**config.mk**
```make
export PLATFORM = sky130hd
export DESIGN_NAME = adc_sar_sequencer
export DESIGN_NICKNAME = d
export VERILOG_FILES = /design/src/rtl/sar_seq_pkg.sv /design/src/rtl/sar_prescaler.sv /design/src/rtl/sar_ctrl.sv /design/src/rtl/sar_datapath.sv /design/src/rtl/adc_sar_sequencer.sv
export SDC_FILE = /design/constraint.sdc
export NUM_CORES = 1
export LEC_CHECK = 0
export BUFFER_PORTS_ARGS = -buffer_cell sky130_fd_sc_hd__buf_2
export CORE_MARGIN = 2
export CORE_UTILIZATION = 41
export DETAILED_ROUTE_END_ITERATION = 12
export PLACE_DENSITY = 0.66
export SYNTH_ARGS = -nofsm -noshare
export SYNTH_HDL_FRONTEND = slang
export SYNTH_SLANG_ARGS = --single-unit
```
**constraint.sdc**
```tcl
create_clock -name clk -period 9.09 [get_ports clk]
set_clock_uncertainty 0.1 [all_clocks]
set_input_delay 1.818 -clock clk [delete_from_list [all_inputs] [get_ports clk]]
set_output_delay 1.818 -clock clk [all_outputs]
set_load 0.03 [all_outputs]
```
**src/rtl/sar_seq_pkg.sv**
```systemverilog
package sar_seq_pkg;
  localparam int RES_W  = 8;
  localparam int CH_W   = 3;
  localparam int ADDR_W = 3;

  typedef enum logic [2:0] {
    MODE_ONCE     = 3'd0,
    MODE_REPEAT   = 3'd1,
    MODE_SWEEP    = 3'd2,
    MODE_LOOP     = 3'd3,
    MODE_LOOP_AN0 = 3'd4
  } mode_e;

  typedef struct packed {
    logic            tick;
    logic            sarActive;
    logic [2:0]      bitIdx;
    logic            clearApprox;
    logic            writeResult;
    logic            clearStart;
    logic [CH_W-1:0] chan;
  } strobe_t;
endpackage

```
**src/rtl/sar_prescaler.sv**
```systemverilog
module sar_prescaler (
  input  logic       clk,
  input  logic       rstN,
  input  logic       run,
  input  logic [1:0] divSel,
  output logic       tick
);
  logic [1:0] preCnt;
  logic [1:0] divM1;

  always_comb begin
    case (divSel)
      2'd0:    divM1 = 2'd0;
      2'd1:    divM1 = 2'd1;
      default: divM1 = 2'd3;
    endcase
  end

  assign tick = run && (preCnt == divM1);

  always_ff @(posedge clk) begin
    if (!rstN || !run) preCnt <= '0;
    else if (tick)     preCnt <= '0;
    else               preCnt <= preCnt + 2'd1;
  end
endmodule

```
**src/rtl/sar_ctrl.sv**
```systemverilog
module sar_ctrl
  import sar_seq_pkg::*;
#(
  parameter int NUM_CH    = 6,
  parameter int LEN_PLAIN = 49,
  parameter int LEN_SH    = 28
) (
  input  logic            clk,
  input  logic            rstN,
  input  logic            tick,
  input  logic            startFlag,
  input  logic [2:0]      mode,
  input  logic [CH_W-1:0] chanField,
  input  logic            shEn,
  output logic            busy,
  output logic            done,
  output strobe_t         stb
);
  localparam int CNT_W = $clog2(LEN_PLAIN);

  logic            busyQ, doneQ;
  logic [CNT_W-1:0] tickCnt, lenM1;
  logic [CH_W-1:0] chanQ, targetQ, nextChan, nextTarget, firstChan;
  logic            sarPhase, endTick, keepGoing;

  assign lenM1    = shEn ? CNT_W'(LEN_SH - 1) : CNT_W'(LEN_PLAIN - 1);
  assign sarPhase = busyQ && (tickCnt >= lenM1 - CNT_W'(RES_W - 1));
  assign endTick  = busyQ && tick && (tickCnt == lenM1);

  always_comb begin
    keepGoing  = 1'b0;
    nextChan   = chanQ;
    nextTarget = targetQ;
    case (mode)
      MODE_REPEAT: keepGoing = startFlag;
      MODE_SWEEP: begin
        keepGoing = startFlag && (chanQ < chanField);
        nextChan  = chanQ + 1'b1;
      end
      MODE_LOOP: begin
        keepGoing = startFlag;
        nextChan  = (chanQ >= chanField) ? '0 : chanQ + 1'b1;
      end
      MODE_LOOP_AN0: begin
        keepGoing = startFlag;
        if (chanQ == '0) begin
          nextChan = (chanField == '0) ? '0 : targetQ;
        end else begin
          nextChan   = '0;
          nextTarget = (chanQ >= chanField) ? CH_W'(1) : chanQ + 1'b1;
        end
      end
      default: keepGoing = 1'b0;
    endcase
  end

  assign firstChan = (mode == MODE_SWEEP || mode == MODE_LOOP || mode == MODE_LOOP_AN0)
                     ? '0 : chanField;

  always_ff @(posedge clk) begin
    if (!rstN) begin
      busyQ   <= 1'b0;
      doneQ   <= 1'b0;
      tickCnt <= '0;
      chanQ   <= '0;
      targetQ <= CH_W'(1);
    end else begin
      doneQ <= endTick;
      if (!busyQ) begin
        if (startFlag) begin
          busyQ   <= 1'b1;
          tickCnt <= '0;
          chanQ   <= firstChan;
          targetQ <= CH_W'(1);
        end
      end else if (tick) begin
        if (endTick) begin
          tickCnt <= '0;
          if (keepGoing) begin
            chanQ   <= nextChan;
            targetQ <= nextTarget;
          end else begin
            busyQ <= 1'b0;
          end
        end else begin
          tickCnt <= tickCnt + 1'b1;
        end
      end
    end
  end

  assign busy = busyQ;
  assign done = doneQ;

  always_comb begin
    stb.tick        = tick;
    stb.sarActive   = sarPhase;
    stb.bitIdx      = 3'(lenM1 - tickCnt);
    stb.clearApprox = !busyQ || endTick;
    stb.writeResult = endTick;
    stb.clearStart  = endTick && !keepGoing;
    stb.chan        = chanQ;
  end
endmodule

```
**src/rtl/sar_datapath.sv**
```systemverilog
module sar_datapath
  import sar_seq_pkg::*;
#(
  parameter int NUM_CH = 6
) (
  input  logic              clk,
  input  logic              rstN,
  input  logic              wrEn,
  input  logic [ADDR_W-1:0] wrAddr,
  input  logic [RES_W-1:0]  wrData,
  input  logic [ADDR_W-1:0] rdAddr,
  input  logic              cmpHigh,
  input  strobe_t           stb,
  output logic [RES_W-1:0]  rdData,
  output logic [RES_W-1:0]  dacCode,
  output logic              startFlag,
  output logic [2:0]        mode,
  output logic [CH_W-1:0]   chanField,
  output logic              shEn,
  output logic [1:0]        divSel,
  output logic              refOn
);
  logic [RES_W-1:0] approx, trialMask, trial, nextApprox;
  logic [RES_W-1:0] resQ [NUM_CH];
  logic             ctrlWr, chanWr;

  assign ctrlWr = wrEn && (wrAddr == ADDR_W'(0));
  assign chanWr = wrEn && (wrAddr == ADDR_W'(1));

  always_ff @(posedge clk) begin
    if (!rstN) begin
      mode      <= '0;
      startFlag <= 1'b0;
      refOn     <= 1'b0;
      shEn      <= 1'b0;
      divSel    <= '0;
      chanField <= '0;
    end else begin
      if (ctrlWr) begin
        mode      <= wrData[2:0];
        startFlag <= wrData[3] & wrData[4];
        refOn     <= wrData[4];
        shEn      <= wrData[5];
        divSel    <= wrData[7:6];
      end else if (stb.clearStart) begin
        startFlag <= 1'b0;
      end
      if (chanWr)
        chanField <= (wrData[CH_W-1:0] > CH_W'(NUM_CH - 1)) ? CH_W'(NUM_CH - 1)
                                                            : wrData[CH_W-1:0];
    end
  end

  assign trialMask  = RES_W'(1) << stb.bitIdx;
  assign trial      = approx | trialMask;
  assign nextApprox = cmpHigh ? trial : approx;
  assign dacCode    = stb.sarActive ? trial : '0;

  always_ff @(posedge clk) begin
    if (!rstN || stb.clearApprox)          approx <= '0;
    else if (stb.tick && stb.sarActive)    approx <= nextApprox;
  end

  for (genvar g = 0; g < NUM_CH; g++) begin : g_res
    always_ff @(posedge clk) begin
      if (!rstN)
        resQ[g] <= '0;
      else if (stb.writeResult && stb.chan == CH_W'(g))
        resQ[g] <= nextApprox;
    end
  end

  always_comb begin
    rdData = '0;
    if (rdAddr == ADDR_W'(0))      rdData = {divSel, shEn, refOn, startFlag, mode};
    else if (rdAddr == ADDR_W'(1)) rdData = RES_W'(chanField);
    else
      for (int i = 0; i < NUM_CH; i++)
        if (rdAddr == ADDR_W'(i + 2)) rdData = resQ[i];
  end
endmodule

```
**src/rtl/adc_sar_sequencer.sv**
```systemverilog
module adc_sar_sequencer
  import sar_seq_pkg::*;
#(
  parameter int NUM_CH    = 6,
  parameter int LEN_PLAIN = 49,
  parameter int LEN_SH    = 28
) (
  input  logic              clk,
  input  logic              rstN,
  input  logic              wrEn,
  input  logic [ADDR_W-1:0] wrAddr,
  input  logic [RES_W-1:0]  wrData,
  input  logic [ADDR_W-1:0] rdAddr,
  output logic [RES_W-1:0]  rdData,
  input  logic              cmpHigh,
  output logic [RES_W-1:0]  dacCode,
  output logic [CH_W-1:0]   chanSel,
  output logic              busy,
  output logic              done
);
  strobe_t         stb;
  logic            tick, startFlag, shEn, refOn;
  logic [2:0]      mode;
  logic [CH_W-1:0] chanField;
  logic [1:0]      divSel;

  sar_prescaler u_pre (
    .clk(clk), .rstN(rstN), .run(busy), .divSel(divSel), .tick(tick)
  );

  sar_ctrl #(.NUM_CH(NUM_CH), .LEN_PLAIN(LEN_PLAIN), .LEN_SH(LEN_SH)) u_ctrl (
    .clk(clk), .rstN(rstN), .tick(tick), .startFlag(startFlag), .mode(mode),
    .chanField(chanField), .shEn(shEn), .busy(busy), .done(done), .stb(stb)
  );

  sar_datapath #(.NUM_CH(NUM_CH)) u_dp (
    .clk(clk), .rstN(rstN), .wrEn(wrEn), .wrAddr(wrAddr), .wrData(wrData),
    .rdAddr(rdAddr), .cmpHigh(cmpHigh), .stb(stb), .rdData(rdData),
    .dacCode(dacCode), .startFlag(startFlag), .mode(mode), .chanField(chanField),
    .shEn(shEn), .divSel(divSel), .refOn(refOn)
  );

  assign chanSel = stb.chan;
endmodule

```
==> results of run 1 <==
[state kept, by name, indices dropped and copies added, names as in the netlist, 3 cells and up]
name,cells
u_ctrl.chanQ,3
u_ctrl.targetQ,3
u_ctrl.tickCnt,6
u_dp.approx,8
u_dp.chanField,3
u_dp.mode,3
u_dp.resQ,48
[final cells by class]
type / count / share of cell area
clock buffer: 9 / 0.0256
clock inverter: 7 / 0.0122
inverter: 21 / 0.0163
multi-input combinational: 324 / 0.424
sequential: 83 / 0.443
tap: 136 / 0.0352
timing repair buffer: 41 / 0.0440
[cell usage in the layout, fill, tap and decap left out, types with 4 or more instances in the layout]
master,count
o21ai_0,18
inv_1,21
mux4_2,4
nand3_1,10
a21boi_0,10
a31oi_1,13
nand2b_1,4
nor3_1,12
a221oi_1,4
clkbuf_8,9
xnor2_1,6
nor2b_1,11
buf_2,38
nand2_1,40
mux2_2,8
edfxtp_1,48
nor2_1,78
a21oi_1,28
mux2i_1,8
ha_1,16
and3_1,4
dfxtp_1,35
[final timing paths]
kind | startpoint | to | slack (ns) | cells after the start
setup / recovery | rdAddr[0] | rdData[1] | 3.46 | 7
hold / removal | u_dp.refOn | u_dp.refOn | 0.39 | 2
setup reg to reg | u_dp.shEn | u_dp.resQ[0][2] | 5.33 | 6
hold reg to reg | u_dp.refOn | u_dp.refOn | 0.39 | 2
[per-layer routing]
metal,GRT usage,up-vias,wire length [um]
met5,0,-,0
met3,0.0249,17,529
met4,0.0788,0,233
met1,0.256,1626,4730
li1,-,1687,-
met2,0.305,110,4680
[cells by family (layout without fill, tap and decap cells)]
logic type | count (synthesis) | in the layout
AND/OR/NAND/NOR | 175 | 175
multiplexers | 20 | 20
AO/OA/AOI/OAI | 104 | 104
buffers and inverters | 40 | 78
XOR/XNOR | 8 | 8
flip-flops | 83 | 83
adder cells (fa/ha/maj) | 17 | 17
[worst max-delay path, cell delays in order]
cell,delay (ns)
buf_2,0.49
nor2_1,0.22
and2_1,0.25
a222oi_1,0.45
a21oi_1,0.13
a2bb2oi_1,0.15
buf_2,0.18
[power breakdown]
group / internal, mW / switching [mW]
Sequential: 0.408 / 0.00597
Clock: 0.104 / 0.145
Combinational: 0.0246 / 0.0426
Total: 0.537 / 0.194
[through the flow]
stage / instance area (um^2) / total power, mW
floorplan: 4350 / 0.468
global placement: 4650 / 0.488
detailed placement: 4650 / 0.490
CTS: 4830 / 0.736
global route: 4830 / 0.758
finish: 4830 / 0.731
==> out/results.txt, run 1 <==
CTS Sinks: 83
Post-synth ARST share: 0
Final Hold Fails: 0
Placer Congestion: 0.898
Area Growth Syn to Fin: 11.2%
Clk root buf: clkbuf_8
Routed length per instance: 16.4 um
Area taken by multi-input logic gates: 0.00205 mm^2
Post-Synth Adder-Cell Area: 0.0507
Mux contribution to synthesized area: 0.0599
TritonCTS Buffers: 9
Clock-pin slew on the worst setup and hold paths: 0.09 ns
Die Footprint: 0.0114 mm^2
Core ar.: 0.0103 mm^2
IO Pins: 39
Post-route setup TNS: 0 ns
DRT Pass-1 Iters: 5
Primary FF master, synth: edfxtp_1
Die span in y: 107 um
Worst hold path class: reg -> reg
DP HPWL: 7.44 mm
Post-synthesis cell count: 447
Fmax: 0.178 GHz
Final antenna-violating net count: 0
Hold Buf Count CTS: 0
Kind of critical path: in -> out
Top cells by count, synth: nor2_1, edfxtp_1, nand2_1
Final #Nets: 515
Synth area leaders: edfxtp_1, dfxtp_1, nor2_1, ha_1, nand2_1
H-tree depth: 3
Outcome: completed
Max FO, Critical Path: 27
Post-placement cell count: 605
Mapped cell area: 0.00435 mm^2
Initial drt markers: 228
Post-synth EDFFs: 48
Power Dens Cells: 151 mW/mm^2
Largest net degree at the start of global routing: 32
Post-Place Setup Slack: 3.49 ns
Buffer depth of the longest clock path: 2
Post-synthesis compound-gate area fraction: 0.159
Setup bufs post-CTS: 0
Minimum clock period: 5.63 ns
Total global routing overflow: 0
Final Util: 0.468
Worst skew pair latency: 0.35 ns
Storage element area: 0.00214 mm^2
Max-slew violation count: 0
Via Count: 3440
Final wirelength: 10.2 mm
Die width: 107 um
GRT Util Overall: 0.189
Largest family of logic cells by synthesized area: simple AND/OR/NAND/NOR gates
Xor-xnor portion of the synthesized cell area: 0.0161
Net count after synthesis: 482
Yosys top cell by area: edfxtp_1
Worst slew margin: 0.187
RSZ-0062 raised after global routing: no
Hold WS: 0.389 ns
DR vias/cell: 5.54
Distinct cells, synth: 55
Worst EP required: 7.17 ns
Antenna violations before repair: 0
Max Cap Viol: 0
Syn. warnings: 0
I/O Buffers: 38
Non-Filler Instances: 621
Diode count: 0
Top cell type's share of synthesized area: 0.332
Share of the yosys chip area belonging to registers: 0.493
Static Leakage: 1.68 nW
Setup ws final: 3.46 ns
Critical Path End Type: output pin
Resize count post-CTS: 0
Simple-gate portion of the synthesized area: 0.186
Peak VDD IR: 0.0670 mV
Top-count cell post-synth: nor2_1
First-pass GRT wire length: 16.7 mm
Worst setup SP type: primary input
Share of cells above drive strength 1: 0.159
Starting Density: 0.421
CTS tree: yes
Final worst-path cycle share: 0.620
Fillers: 982
Vias in the first global route: 3305
Tightest Pin Transition: 1.21 ns
Row cnt: 37
Mean Syn Cell Area: 9.72 um^2
DRC violations left: 0
Synth Register Bits: 83
Setup violations, final: 0
Arrival @ worst endpoint: 3.71 ns
Note: power is estimated with default switching activity, not from simulation.
==> run 2: changes to the inputs <==
--- a/config.mk
+++ b/config.mk
@@ -9,7 +9,7 @@
 export CORE_MARGIN = 2
 export CORE_UTILIZATION = 41
 export DETAILED_ROUTE_END_ITERATION = 12
-export PLACE_DENSITY = 0.66
+export PLACE_DENSITY = 0.68
 export SYNTH_ARGS = -nofsm -noshare
 export SYNTH_HDL_FRONTEND = slang
 export SYNTH_SLANG_ARGS = --single-unit
==> constraint.sdc (replaced) <==
create_clock -name clk -period 4.8 [get_ports clk]
set_clock_uncertainty 0.1 [all_clocks]
set_input_delay 0.96 -clock clk [delete_from_list [all_inputs] [get_ports clk]]
set_output_delay 0.96 -clock clk [all_outputs]
set_load 0.03 [all_outputs]
==> run 2 against run 1 <==
Compared with the run above:
- count of clock-buffer cells in the layout increased by 4
- critical path depth is the same
- via count decreased by 0.61%
- critical endpoint is now dacCode[6]
==> out/results.txt, run 2 (synthesis gave the netlist of run 1 again) <==
Outcome: completed
Kind of critical path: reg -> out
Crit path buf inv count: 2
Post-Place Setup Slack: 0.932 ns
Met2 Resource Use GR: 0.291
DRC violations left: 0
Min-delay src: u_ctrl.tickCnt[5]
Final antenna-violating net count: 0
DP HPWL: 7.41 mm
Row cnt: 37
Minimum clock period: 4.09 ns
CP startpoint: u_dp.shEn
Fmax: 0.244 GHz
Clk root buf: clkbuf_8
Die width: 107 um
Share of cells above drive strength 1: 0.164
Most frequent cells in the layout: nor2_1, edfxtp_1, nand2_1
Diode count: 0
Setup bufs post-CTS: 0
I/O Buffers: 38
Max Cap Viol: 0
Max FO, Critical Path: 9
Commonest non-fill, non-tap cell in the layout: nor2_1
Buffer depth of the longest clock path: 2
Final worst-path cycle share: 0.853
Setup ws final: 0.708 ns
Die Footprint: 0.0114 mm^2
Delay-heaviest family, CP: simple AND/OR/NAND/NOR gates
IO Pins: 39
H-tree depth: 3
CTS tree: yes
Final #Nets: 518
Worst hold path class: reg -> reg
Worst skew pair latency: 0.36 ns
Post-route setup TNS: 0 ns
Cell count of the worst reg-to-reg path: 6
Antenna violations before repair: 0
GRT Util Overall: 0.185
Setup violations, final: 0
CP peak stage delay: 0.60 ns
RSZ-0062 raised after global routing: no
Die span in y: 107 um
Worst slew margin: 0.350
Worst EP required: 3.74 ns
DRT Pass-1 Iters: 5
Largest net degree at the start of global routing: 32
Tightest Pin Transition: 0.965 ns
Static Leakage: 1.71 nW
Area Growth Syn to Fin: 12.5%
Vias in the first global route: 3273
Largest reg by FF count: u_dp.resQ
TritonCTS Buffers: 9
CP max stage cell: o211ai_1
Total global routing overflow: 0
Placer Congestion: 0.881
Setup slack, reg-to-reg: 1.30 ns
Critical Path End Type: output pin
Final Hold Fails: 0
GR Util met3: 0.0359
Core ar.: 0.0103 mm^2
Resize count post-CTS: 0
Worst setup SP type: register
Worst Hold Path Cells: 2
Final wirelength: 10.2 mm
Max-slew violation count: 0
DR vias/cell: 5.48
Worst R2R Start: u_dp.shEn
Top Usage Layer GRT: met2
Critical-path cell list: inv_1, ha_1, nor4b_1, o211ai_1, nand2_1, nor2_1, buf_2
Met1 usage: 0.256
Initial drt markers: 217
Power Dens Cells: 296 mW/mm^2
Max reg flops: 48
Arrival @ worst endpoint: 3.03 ns
Peak VDD IR: 0.127 mV
Hold Buf Count CTS: 0
WHS Endpoint: u_ctrl.tickCnt[5]
Hold WS: 0.395 ns
Via Count: 3419
Top Registers: u_dp.resQ (48), u_dp.approx (8), u_ctrl.tickCnt (6)
Clock-pin slew on the worst setup and hold paths: 0.08 ns
First-pass GRT wire length: 16.3 mm
R2r endpoint: u_dp.resQ[2][7]
Routed length per instance: 16.3 um
Starting Density: 0.421
CTS Sinks: 83
[run 2: metrics by stage]
step	cells	utilization	area, um^2	total power, mW
finish	624	0.474	4890	1.45
global route	624	0.474	4890	1.50
CTS	624	0.474	4890	1.45
detailed placement	608	0.453	4670	0.929
global placement	608	0.453	4670	0.926
floorplan	447	-	4350	0.887
[run 2: per-layer routing]
layer / share of wire / routed length [um]
met4: 0.013 / 133
met1: 0.45 / 4570
met5: 0 / 0
met3: 0.058 / 590
met2: 0.48 / 4880
[run 2: area by class of cell]
type                    instances  area (um^2)
clock buffers                  13          191
clock inverters                 3         25.0
fillers                       935         5430
inverters                      21         78.8
multi-input cells             324         2050
flip-flops and latches         83         2140
well taps                     136          170
repair buffers                 44          235
[run 2: worst max path at each step]
stage / end / slack, ns / depth (start not counted)
final: dacCode[6] / 0.71 / 7
after global routing: dacCode[6] / 0.45 / 7
after CTS: dacCode[6] / 0.75 / 7
after detailed placement: rdData[0] / 0.93 / 7
after global placement: rdData[1] / 0.99 / 7
after floorplan: rdData[0] / 1.29 / 7
[run 2: power by group]
part / internal, mW / switching (mW) / total [mW]
logic: 0.0483 / 0.0812 / 0.129
clock network: 0.269 / 0.268 / 0.537
registers: 0.772 / 0.0110 / 0.783
total: 1.09 / 0.360 / 1.45
[run 2: worst register-to-register path, delay by kind of cell (launching register included)]
kind                       cells  cell delay (ns)
buffers and inverters          1             0.17
DFF                            1             0.55
adders and majority gates      1             0.44
AOI/OAI and AO/OA              1             0.82
and+or+nand+nor                3             1.04
